File: src/rtl/bmm_pkg.sv
package bmm_pkg;
  // Loop levels, innermost first; the carry ripples upward through them.
  localparam int LV_KK  = 0;
  localparam int LV_II  = 1;
  localparam int LV_JJ  = 2;
  localparam int LV_KT  = 3;
  localparam int LV_IT  = 4;
  localparam int LV_JT  = 5;
  localparam int NUM_LV = 6;
  // Levels at or above this index walk tiles and step by NB.
  localparam int FIRST_TILE_LV = LV_KT;

  typedef enum logic [1:0] {
    ST_IDLE = 2'd0,
    ST_RUN  = 2'd1,
    ST_FAIL = 2'd2
  } seq_state_t;
endpackage

File: src/rtl/bmm_cfg_check.sv
module bmm_cfg_check #(
  parameter int LOG2_NMIN = 6,
  parameter int LOG2_NMAX = 10,
  localparam int NW = LOG2_NMAX + 1,
  localparam int CW = LOG2_NMAX,
  localparam int LW = $clog2(NW)
) (
  input  logic [NW-1:0] n_i,
  input  logic [NW-1:0] nb_i,
  output logic          ok_o,
  output logic [LW-1:0] log2n_o,
  output logic [CW-1:0] nb_m1_o,
  output logic [CW-1:0] n_m_nb_o
);
  logic n_pow2, nb_pow2, n_big_enough, nb_fits;

  always_comb begin
    log2n_o = '0;
    for (int b = 0; b < NW; b++) begin
      if (n_i[b]) log2n_o = LW'(b);
    end
  end

  assign n_pow2       = (n_i != '0) && ((n_i & (n_i - 1'b1)) == '0);
  assign nb_pow2      = (nb_i != '0) && ((nb_i & (nb_i - 1'b1)) == '0);
  assign n_big_enough = (32'(log2n_o) >= LOG2_NMIN);
  assign nb_fits      = (nb_i <= n_i);
  assign ok_o         = n_pow2 && nb_pow2 && n_big_enough && nb_fits;

  assign nb_m1_o  = CW'(nb_i - 1'b1);
  assign n_m_nb_o = CW'(n_i - nb_i);
endmodule

File: src/rtl/bmm_level_ctr.sv
module bmm_level_ctr #(
  parameter int CW = 10
) (
  input  logic          clk,
  input  logic          rst_n,
  input  logic          clr_i,
  input  logic          adv_i,
  input  logic [CW-1:0] step_i,
  input  logic [CW-1:0] limit_i,
  output logic [CW-1:0] cnt_o,
  output logic          wrap_o
);
  assign wrap_o = (cnt_o == limit_i);

  always_ff @(posedge clk or negedge rst_n) begin
    if (!rst_n)      cnt_o <= '0;
    else if (clr_i)  cnt_o <= '0;
    else if (adv_i)  cnt_o <= wrap_o ? '0 : cnt_o + step_i;
  end
endmodule

File: src/rtl/bmm_addr_gen.sv
module bmm_addr_gen #(
  parameter int CW = 10,
  localparam int AW = 2 * CW,
  localparam int LW = $clog2(CW + 1)
) (
  input  logic [CW-1:0] jt_i,
  input  logic [CW-1:0] it_i,
  input  logic [CW-1:0] kt_i,
  input  logic [CW-1:0] jj_i,
  input  logic [CW-1:0] ii_i,
  input  logic [CW-1:0] kk_i,
  input  logic [LW-1:0] log2n_i,
  input  logic [CW-1:0] nb_m1_i,
  input  logic [CW-1:0] n_m_nb_i,
  output logic [AW-1:0] a_idx_o,
  output logic [AW-1:0] b_idx_o,
  output logic [AW-1:0] c_idx_o,
  output logic          first_o,
  output logic          last_o
);
  logic [CW-1:0] row, col_k, col_j;
  logic [AW-1:0] row_base, k_base;

  // Tile origins and inner offsets never carry past N-1.
  assign row   = it_i + ii_i;
  assign col_k = kt_i + kk_i;
  assign col_j = jt_i + jj_i;

  assign row_base = {{(AW-CW){1'b0}}, row}   << log2n_i;
  assign k_base   = {{(AW-CW){1'b0}}, col_k} << log2n_i;

  assign a_idx_o = row_base + {{(AW-CW){1'b0}}, col_k};
  assign b_idx_o = k_base   + {{(AW-CW){1'b0}}, col_j};
  assign c_idx_o = row_base + {{(AW-CW){1'b0}}, col_j};

  assign first_o = (kt_i == '0) && (kk_i == '0);
  assign last_o  = (kt_i == n_m_nb_i) && (kk_i == nb_m1_i);
endmodule

File: src/rtl/bmm_tile_seq.sv
module bmm_tile_seq
  import bmm_pkg::*;
#(
  parameter int LOG2_NMIN = 6,
  parameter int LOG2_NMAX = 10
) (
  input  logic                     clk,
  input  logic                     rst_n,
  input  logic                     start_i,
  input  logic [LOG2_NMAX:0]       cfg_n_i,
  input  logic [LOG2_NMAX:0]       cfg_nb_i,
  output logic                     out_valid_o,
  input  logic                     out_ready_i,
  output logic [2*LOG2_NMAX-1:0]   a_idx_o,
  output logic [2*LOG2_NMAX-1:0]   b_idx_o,
  output logic [2*LOG2_NMAX-1:0]   c_idx_o,
  output logic                     first_o,
  output logic                     last_o,
  output logic                     done_o,
  output logic                     err_o
);
  localparam int CW = LOG2_NMAX;
  localparam int LW = $clog2(LOG2_NMAX + 1);

  seq_state_t    state_q;
  logic          cfg_ok;
  logic [LW-1:0] cfg_log2n;
  logic [CW-1:0] cfg_nb_m1, cfg_n_m_nb;
  logic [LW-1:0] log2n_q;
  logic [CW-1:0] nb_m1_q, n_m_nb_q, nb_step;
  logic          accept, fire, finish;

  logic [CW-1:0] lv_cnt  [NUM_LV];
  logic          lv_wrap [NUM_LV];
  logic          lv_adv  [NUM_LV+1];

  bmm_cfg_check #(.LOG2_NMIN(LOG2_NMIN), .LOG2_NMAX(LOG2_NMAX)) u_cfg (
    .n_i      (cfg_n_i),
    .nb_i     (cfg_nb_i),
    .ok_o     (cfg_ok),
    .log2n_o  (cfg_log2n),
    .nb_m1_o  (cfg_nb_m1),
    .n_m_nb_o (cfg_n_m_nb)
  );

  assign accept      = start_i && (state_q != ST_RUN);
  assign out_valid_o = (state_q == ST_RUN);
  assign err_o       = (state_q == ST_FAIL);
  assign fire        = out_valid_o && out_ready_i;
  assign nb_step     = nb_m1_q + 1'b1;

  // Configuration is captured only when a start is accepted.
  always_ff @(posedge clk or negedge rst_n) begin
    if (!rst_n) begin
      log2n_q  <= '0;
      nb_m1_q  <= '0;
      n_m_nb_q <= '0;
    end else if (accept && cfg_ok) begin
      log2n_q  <= cfg_log2n;
      nb_m1_q  <= cfg_nb_m1;
      n_m_nb_q <= cfg_n_m_nb;
    end
  end

  // Carry chain through the six nested loop levels.
  assign lv_adv[0] = fire;
  generate
    for (genvar g = 0; g < NUM_LV; g++) begin : g_lv
      logic [CW-1:0] step_w, limit_w;
      if (g >= FIRST_TILE_LV) begin : g_tile
        assign step_w  = nb_step;
        assign limit_w = n_m_nb_q;
      end else begin : g_inner
        assign step_w  = CW'(1);
        assign limit_w = nb_m1_q;
      end
      bmm_level_ctr #(.CW(CW)) u_ctr (
        .clk     (clk),
        .rst_n   (rst_n),
        .clr_i   (accept),
        .adv_i   (lv_adv[g]),
        .step_i  (step_w),
        .limit_i (limit_w),
        .cnt_o   (lv_cnt[g]),
        .wrap_o  (lv_wrap[g])
      );
      assign lv_adv[g+1] = lv_adv[g] && lv_wrap[g];
    end
  endgenerate

  assign finish = lv_adv[NUM_LV];

  always_ff @(posedge clk or negedge rst_n) begin
    if (!rst_n) begin
      state_q <= ST_IDLE;
      done_o  <= 1'b0;
    end else begin
      done_o <= 1'b0;
      case (state_q)
        ST_RUN: begin
          if (finish) begin
            state_q <= ST_IDLE;
            done_o  <= 1'b1;
          end
        end
        default: begin
          if (accept) state_q <= cfg_ok ? ST_RUN : ST_FAIL;
        end
      endcase
    end
  end

  bmm_addr_gen #(.CW(CW)) u_addr (
    .jt_i     (lv_cnt[LV_JT]),
    .it_i     (lv_cnt[LV_IT]),
    .kt_i     (lv_cnt[LV_KT]),
    .jj_i     (lv_cnt[LV_JJ]),
    .ii_i     (lv_cnt[LV_II]),
    .kk_i     (lv_cnt[LV_KK]),
    .log2n_i  (log2n_q),
    .nb_m1_i  (nb_m1_q),
    .n_m_nb_i (n_m_nb_q),
    .a_idx_o  (a_idx_o),
    .b_idx_o  (b_idx_o),
    .c_idx_o  (c_idx_o),
    .first_o  (first_o),
    .last_o   (last_o)
  );
endmodule

File: config.mk
export PLATFORM = sky130hd
export DESIGN_NAME = bmm_tile_seq
export DESIGN_NICKNAME = d
export VERILOG_FILES = /design/src/rtl/bmm_pkg.sv /design/src/rtl/bmm_cfg_check.sv /design/src/rtl/bmm_level_ctr.sv /design/src/rtl/bmm_addr_gen.sv /design/src/rtl/bmm_tile_seq.sv
export SDC_FILE = /design/constraint.sdc
export NUM_CORES = 1
export LEC_CHECK = 0
export ABC_CLOCK_PERIOD_IN_PS = 12680
export BUFFER_PORTS_ARGS = -buffer_cell sky130_fd_sc_hd__clkbuf_2
export CORE_AREA = 2 2 198 200
export CTS_BUF_LIST = sky130_fd_sc_hd__clkbuf_8
export DETAILED_ROUTE_END_ITERATION = 16
export DIE_AREA = 0 0 200 202
export SETUP_SLACK_MARGIN = 0.2
export SLEW_MARGIN = 0
export SYNTH_ARGS = -nofsm -noshare
export SYNTH_HDL_FRONTEND = slang
export SYNTH_HIERARCHICAL = 1
export SYNTH_SLANG_ARGS = --single-unit
File: constraint.sdc
create_clock -name clk -period 12.68 [get_ports clk]
set_clock_uncertainty 0.1 [all_clocks]
set_input_delay 2.536 -clock clk [delete_from_list [all_inputs] [get_ports clk]]
set_output_delay 2.536 -clock clk [all_outputs]
set_load 0.05 [all_outputs]
==> run_results.csv, run 1 <==
group,metric,value,unit
clock_tree,post_cts_buffers,0,
die,floorplan.rows,72,
sta,fin_crit_sh,66.2,%
clock_tree,h-tree-depth,3,
synth,seq_area_frac_synth,16.5,%
worst_setup_path,criticalPathCategory,"reg -> out",
clock_tree,cts.clk_slew.worst_paths,0.11,ns
global_routing,grtUsageTotal,21.1,%
clock_tree,cts.sinks,87,
global_routing,grt_max_degree,56,
global_routing,grt_pass1_wl,67.1,mm
synth,ys_warn_count,6,
synth,syn_area,13200,sq um
placed_design,routabilityCongestion,0.995,
synth,synthFlopType,"dfrtp_1",
worst_setup_path,worst_setup_path_end_kind,"output port",
clock_tree,cts_tree,"done",
layout,final_util,38.0,%
layout,seqCellArea,2180,sq um
worst_setup_path,crit_fanout,6,
sta,slew_headroom,26.4,%
route,vias,12700,
die,start_util,34.6,%
sta,finalHoldViolations,0,
route,wl_per_cell,19.0,um
layout,n_antenna_cell,0,
worst_setup_path,cp.arrival,5.76,ns
power,switching_share,29.6,%
sta,drv_slew,0,
clock_tree,cts_root_buf,"clkbuf_8",
synth,synthCells,1613,
sta,setup_viol,0,
sta,fin_crit,8.39,ns
global_routing,antenna_found_initial,0,
synth,avgSynthCellArea,8.20,sq um
worst_setup_path,critPathRequiredTime,10.04,ns
power,ir_worst_vdd,41.1,uV
synth,yosysUniqueCellTypes,95,
route,firstDrtPassIters,5,
status,status,"finished, final reports clean",
power,cellPowerDensity,39.5,nW/um^2
synth,async_flop_share,100,%
die,die_w,200,um
layout,syn_to_final_growth,10.0,%
die,die_h,202,um
layout,nNetsFinal,1896,
layout,multiInputGateArea,10600,sq um
die,pin_count,91,
layout,fillerInstances,3957,
placed_design,portBuffers,90,
global_routing,grt_pass1_vias,12000,
worst_hold_path,holdPathStages,2,
clock_tree,ctsHoldBuffers,0,
job,max_cap_viol_count,0,
power,p_leak,6.91,nW
clock_tree,cts_resized,0,
worst_setup_path,cp-start-kind,"register",
sta,max_freq,0.119,GHz
synth,synth_edf_count,0,
worst_setup_path,reg2reg_depth,10,
route,ant_nets,0,
worst_hold_path,hold_class,"reg -> reg",
route,route.detailed.drc,0,
sta,tightest_slew,1.10,ns
power,seqPwrFrac,48.2,%
sta,finalSetupTns,0,ns
placed_design,place_hpwl,33.9,mm
route,wl,42.6,mm
layout,drive_gt1_share,11.9,%
power,comb_power_share,13.7,%
power,p_sw,0.000170,W
sta,rsz0062_at_grt,"false",
power,clockPowerShare,38.1,%
die,design.die.area,40400,sq um
clock_tree,cts_buffer_depth,2,
route,drt-initial-drc-count,855,
route,viasPerCell,5.64,
synth,synth-seq-cells,87,
die,coreArea,38300,sq um
clock_tree,clock_latency,0.40,ns
clock_tree,cts_buffers,9,
power,p_int,0.000405,W
global_routing,grt_overflow,0,
-- worst paths after layout --
| check | end | slack [ns] | from |
|---|---|---|---|
| min reg2reg | g_lv[4].u_ctr/cnt_o[0]$_DFFE_PN0P_ | 0.49 | g_lv[4].u_ctr/cnt_o[0]$_DFFE_PN0P_ |
| max reg2reg | g_lv[4].u_ctr/cnt_o[1]$_DFFE_PN0P_ | 8.32 | g_lv[0].limit_w[3]$_DFFE_PN0P_ |
| min in group asynchronous | g_lv[5].u_ctr/cnt_o[5]$_DFFE_PN0P_ | 1.99 | rst_n |
| min | g_lv[4].u_ctr/cnt_o[0]$_DFFE_PN0P_ | 0.49 | g_lv[4].u_ctr/cnt_o[0]$_DFFE_PN0P_ |
| max | b_idx_o[18] | 4.29 | g_lv[0].u_ctr/cnt_o[0]$_DFFE_PN0P_ |
| max in group asynchronous | log2n_q[0]$_DFFE_PN0P_ | 9.34 | rst_n |
-- metrics by stage --
step,setup WS [ns],hold slack [ns],instance area (sq um),total power (W),instances
floorplan,5.06,0.399,13400,0.000333,1653
global placement,4.83,0.462,14300,0.000360,2228
detailed placement,4.82,0.474,14300,0.000361,2228
CTS,4.35,0.488,14600,0.000582,2244
global route,3.94,0.530,14600,0.000602,2244
finish,4.29,0.487,14600,0.000576,2244
-- power by group through the flow --
| stage | sequential [W] | combinational (W) | clock (W) |
|---|---|---|---|
| floorplan | 0.000283 | 0.0000500 | 0 |
| global placement | 0.000283 | 0.0000775 | 0 |
| detailed placement | 0.000283 | 0.0000786 | 0 |
| CTS | 0.000277 | 0.0000790 | 0.000226 |
| global route | 0.000277 | 0.0000897 | 0.000235 |
| finish | 0.000277 | 0.0000791 | 0.000219 |
-- sequential cells by signal (all words and copies together) (netlist names) --
name              cells
g_lv.u_ctr/cnt_o     60
done_o                1
log2n_q               4
g_lv.limit_w         20
state_q               2
-- layer usage --
layer,share of wire (%),vias up,GRT usage (%)
met2,46,398,34.3
met3,5.1,75,2.37
met1,46,6088,28.6
met4,3.1,0,7.59
li1,-,6098,-
met5,0,-,0
-- layout by cell type (no fill, tap or decap), types with 10 or more instances in the layout --
| cell | n |
|---|---|
| ha_1 | 136 |
| a21oi_1 | 128 |
| inv_1 | 122 |
| nor2_1 | 107 |
| xnor2_1 | 105 |
| nand2_1 | 101 |
| xor2_1 | 90 |
| clkbuf_2 | 89 |
| dfrtp_1 | 86 |
| nand3_1 | 51 |
| conb_1 | 42 |
| nor3_1 | 41 |
| o21ai_0 | 37 |
| nand4_1 | 34 |
| a21o_1 | 33 |
| nand2b_1 | 29 |
| mux2_4 | 26 |
| nor4_1 | 26 |
| nor2b_1 | 25 |
| o21a_1 | 23 |
| and2_1 | 22 |
| nand3b_1 | 22 |
| mux2i_1 | 20 |
| a22oi_1 | 16 |
| or3_1 | 16 |
| o31ai_1 | 15 |
| a31oi_1 | 13 |
| o41ai_1 | 13 |
| fa_1 | 13 |
| and3_1 | 12 |
| o21bai_1 | 12 |
| nor3b_1 | 12 |
| mux2_2 | 11 |
| a211o_1 | 11 |
| clkbuf_8 | 10 |
| o21ai_1 | 10 |
-- critical path: stages (launching register included) --
cell	delay (ns)
dfrtp_1	0.52
ha_1	0.25
inv_1	0.06
fa_1	0.39
nor2b_1	0.16
o2111ai_1	0.18
and3b_1	0.25
xor2_1	0.25
inv_1	0.15
mux4_2	0.53
o21ai_0	0.27
nor2_1	0.10
ha_1	0.38
a31oi_1	0.14
o21a_1	0.25
or4_1	0.47
or4_1	0.49
a21oi_1	0.17
clkbuf_2	0.32
-- area by class of cell --
type | count | area share, %
clock buffers | 10 | 0.945
clock inverters | 6 | 0.498
inverters | 123 | 3.17
multi-input cells | 1405 | 72.6
flip-flops and latches | 87 | 15.0
well taps | 518 | 4.45
repair buffers | 95 | 3.37
-- kinds of logic (layout without fill, tap and decap cells) --
kind of cell,Yosys count,after routing,synth area share [%]
multiplexers,61,61,6.08
buffers and inverters,161,234,4.80
flip-flops,87,87,16.5
adder cells (fa/ha/maj),152,152,15.1
XOR/XNOR,196,196,13.0
other,2,42,0.0568
AO/OA/AOI/OAI,412,412,22.3
AND/OR/NAND/NOR,542,542,22.2
-- synthesized netlist by cell type (12+ instances only) --
cell | n | area (sq um)
nand3_1 | 51 | 255
nor3b_1 | 12 | 90.1
nor4_1 | 26 | 163
a22oi_1 | 16 | 120
or3_1 | 16 | 100
o21ai_0 | 37 | 185
nand2_1 | 101 | 379
a31oi_1 | 13 | 81.3
o31ai_1 | 15 | 113
inv_1 | 122 | 458
nor2_1 | 107 | 402
nand3b_1 | 22 | 165
o21bai_1 | 12 | 90.1
mux2_4 | 26 | 390
o21a_1 | 23 | 173
mux2i_1 | 20 | 200
a21oi_1 | 128 | 641
nand4_1 | 34 | 213
clkbuf_1 | 20 | 75.1
dfrtp_1 | 87 | 2180
xor2_1 | 90 | 788
and3_1 | 12 | 75.1
fa_1 | 13 | 260
o41ai_1 | 13 | 114
xnor2_1 | 105 | 920
nand2b_1 | 29 | 181
nor2b_1 | 25 | 156
ha_1 | 136 | 1700
a21o_1 | 33 | 248
and2_1 | 22 | 138
nor3_1 | 41 | 205
Note: power is estimated with default switching activity, not from simulation.
==> inputs of run 2 (changes only) <==
--- a/config.mk
+++ b/config.mk
@@ -5,7 +5,7 @@
 export SDC_FILE = /design/constraint.sdc
 export NUM_CORES = 1
 export LEC_CHECK = 0
-export ABC_CLOCK_PERIOD_IN_PS = 12680
+export ABC_CLOCK_PERIOD_IN_PS = 8450
 export BUFFER_PORTS_ARGS = -buffer_cell sky130_fd_sc_hd__clkbuf_2
 export CORE_AREA = 2 2 198 200
 export CTS_BUF_LIST = sky130_fd_sc_hd__clkbuf_8
==> constraint.sdc (replaced) <==
create_clock -name clk -period 8.45 [get_ports clk]
set_clock_uncertainty 0.1 [all_clocks]
set_input_delay 1.69 -clock clk [delete_from_list [all_inputs] [get_ports clk]]
set_output_delay 1.69 -clock clk [all_outputs]
set_load 0.05 [all_outputs]
==> run 2 against run 1 <==
First-iteration DRC count is 8.5% higher; sequential power is 50% higher; sequential share of layout area hardly changed; register-to-register slack worse by 4.3 ns; global-route usage is 0.18 points higher; critical path type unchanged; highest routed layer unchanged.
==> run_results.csv, run 2 (synthesis gave the netlist of run 1 again) <==
group,metric,value,unit
placed_design,placed_cell_area,14400,sq um
sta,finalSetupTns,0,ns
layout,n_antenna_cell,0,
route,vias,12700,
worst_setup_path,crit_path_cell_trace,"ha_1 > inv_1 > fa_1 > nor2b_1 > o2111ai_1 > and3b_1 > xor2_1 > inv_1 > mux4_2 > o21ai_0 > nor2_1 > ha_1 > a31oi_1 > o21a_1 > or4_1 > or4_1 > a21oi_1 > clkbuf_2",
worst_setup_path,critPathRequiredTime,6.66,ns
sta,drv_slew,0,
sta,fin_crit_sh,88.7,%
global_routing,grt_max_degree,56,
layout,largest-register,"g_lv.u_ctr/cnt_o",
route,ant_nets,0,
worst_setup_path,r2r_setup_slack,4.07,ns
worst_setup_path,crit_cells,18,
global_routing,grt_overflow,0,
worst_hold_path,holdPathStages,2,
route,wl_per_cell,19.0,um
clock_tree,post_cts_buffers,0,
die,die_h,202,um
die,coreArea,38300,sq um
sta,rsz0062_at_grt,"false",
clock_tree,clock_latency,0.39,ns
power,ir_worst_vdd,54.5,uV
placed_design,routabilityCongestion,0.968,
clock_tree,cts_tree,"done",
power,switching_share,29.1,%
layout,nNetsFinal,1898,
power,p_int,0.000603,W
sta,tightest_slew,1.06,ns
layout,drive_gt1_share,11.9,%
sta,slew_headroom,28.8,%
sta,hold_ws,0.482,ns
clock_tree,cts.sinks,87,
sta,fin_crit,7.49,ns
power,seqPwrFrac,48.9,%
worst_hold_path,hp-start,"state_q[0]$_DFFE_PN0P_",
route,wl,42.6,mm
layout,syn_to_final_growth,10.1,%
layout,finish.instance_area,14600,sq um
layout,final_cell_mix,"136 x ha_1, 128 x a21oi_1, 124 x inv_1",
clock_tree,cts_buffer_depth,2,
power,p_sw,0.000248,W
die,floorplan.rows,72,
layout,largest_reg_flops,60,
route,drt-initial-drc-count,928,
die,design.die.area,40400,sq um
worst_setup_path,critical-path-top-delay-family,"simple AND/OR/NAND/NOR gates",
worst_setup_path,slowest_stage,"mux4_2",
status,status,"finished, final reports clean",
global_routing,grt_pass1_wl,67.5,mm
worst_setup_path,cp-start-kind,"register",
clock_tree,cts_resized,0,
worst_setup_path,worst_setup_path_end_kind,"output port",
route,firstDrtPassIters,7,
sta,finalHoldViolations,0,
die,die_w,200,um
power,cellPowerDensity,58.4,nW/um^2
power,clockPowerShare,37.2,%
clock_tree,cts_buffers,9,
power,comb_power_share,14.0,%
power,p_leak,6.92,nW
sta,setup_viol,0,
global_routing,grtUsageTotal,21.2,%
layout,final_util,38.0,%
route,viasPerCell,5.66,
worst_setup_path,criticalPathCategory,"reg -> out",
clock_tree,cts.clk_slew.worst_paths,0.10,ns
clock_tree,ctsHoldBuffers,0,
worst_setup_path,regToRegStartpoint,"g_lv[0].limit_w[0]$_DFFE_PN0P_",
placed_design,portBuffers,90,
clock_tree,h-tree-depth,3,
worst_setup_path,cp.arrival,5.70,ns
global_routing,antenna_found_initial,0,
worst_setup_path,reg2reg_depth,10,
worst_hold_path,hold_class,"reg -> reg",
worst_setup_path,slowest_delay,0.54,ns
global_routing,grt_pass1_vias,12100,
worst_hold_path,hold_path_end,"state_q[0]$_DFFE_PN0P_",
worst_setup_path,crit_fanout,6,
job,max_cap_viol_count,0,
layout,final_common_cell,"ha_1",
die,start_util,34.6,%
worst_setup_path,cp_num_buf_inv,3,
clock_tree,cts_root_buf,"clkbuf_8",
die,pin_count,91,
placed_design,place_hpwl,34.1,mm
sta,max_freq,0.133,GHz
worst_setup_path,rr_endpoint,"g_lv[4].u_ctr/cnt_o[1]$_DFFE_PN0P_",
route,route.detailed.drc,0,
[run 2: changes by cell type in the layout (fill, tap and decap cells not counted), sizes merged]
cell	before	now
clkinv	3	2
buf	6	8
clkinvlp	0	1
[run 2: final cells by class]
class	instances	area (sq um)
Clock buffer	10	138
Timing Repair Buffer	97	505
Clock inverter	6	62.6
Sequential cell	87	2180
Multi-Input combinational cell	1405	10600
Fill cell	3968	23700
Inverter	123	462
Tap cell	518	648
[run 2: through the flow]
step                setup slack (ns)  cells  total power [W]
floorplan                       1.68   1653         0.000499
global placement                1.51   2230         0.000540
detailed placement              1.43   2230         0.000542
CTS                            0.985   2246         0.000857
global route                   0.624   2246         0.000885
finish                         0.957   2246         0.000851
[run 2: worst reg2reg max path, cell delays in order (launching register included)]
cell,delay (ns)
dfrtp_1,0.73
xor2_1,0.16
nor4_1,0.35
nand4_1,0.36
inv_1,0.25
and4b_1,0.69
and3_1,0.45
and2_1,0.38
inv_1,0.28
or3_1,0.41
a21oi_1,0.14
[run 2: how the worst max path moves through the flow]
stage / startpoint / end
after detailed placement: g_lv[0].u_ctr/cnt_o[0]$_DFFE_PN0P_ / b_idx_o[18]
final: g_lv[0].u_ctr/cnt_o[0]$_DFFE_PN0P_ / b_idx_o[18]
after global routing: g_lv[0].u_ctr/cnt_o[0]$_DFFE_PN0P_ / b_idx_o[15]
after floorplan: g_lv[0].u_ctr/cnt_o[0]$_DFFE_PN0P_ / b_idx_o[18]
after CTS: g_lv[0].u_ctr/cnt_o[0]$_DFFE_PN0P_ / b_idx_o[18]
after global placement: g_lv[0].u_ctr/cnt_o[0]$_DFFE_PN0P_ / b_idx_o[18]
[run 2: per-layer routing]
layer,up-vias,global-route usage (%),wire length [um]
met1,6128,29.1,19600
li1,6083,-,-
met3,81,2.44,2340
met5,-,0,0
met2,414,34.1,19200
met4,0,7.96,1520
[run 2: power groups by stage]
stage / Sequential, W / Clock [W] / Combinational [W]
floorplan: 0.000424 / 0 / 0.0000750
global route: 0.000416 / 0.000334 / 0.000135
finish: 0.000416 / 0.000316 / 0.000119
detailed placement: 0.000424 / 0 / 0.000118
CTS: 0.000416 / 0.000322 / 0.000118
global placement: 0.000424 / 0 / 0.000116
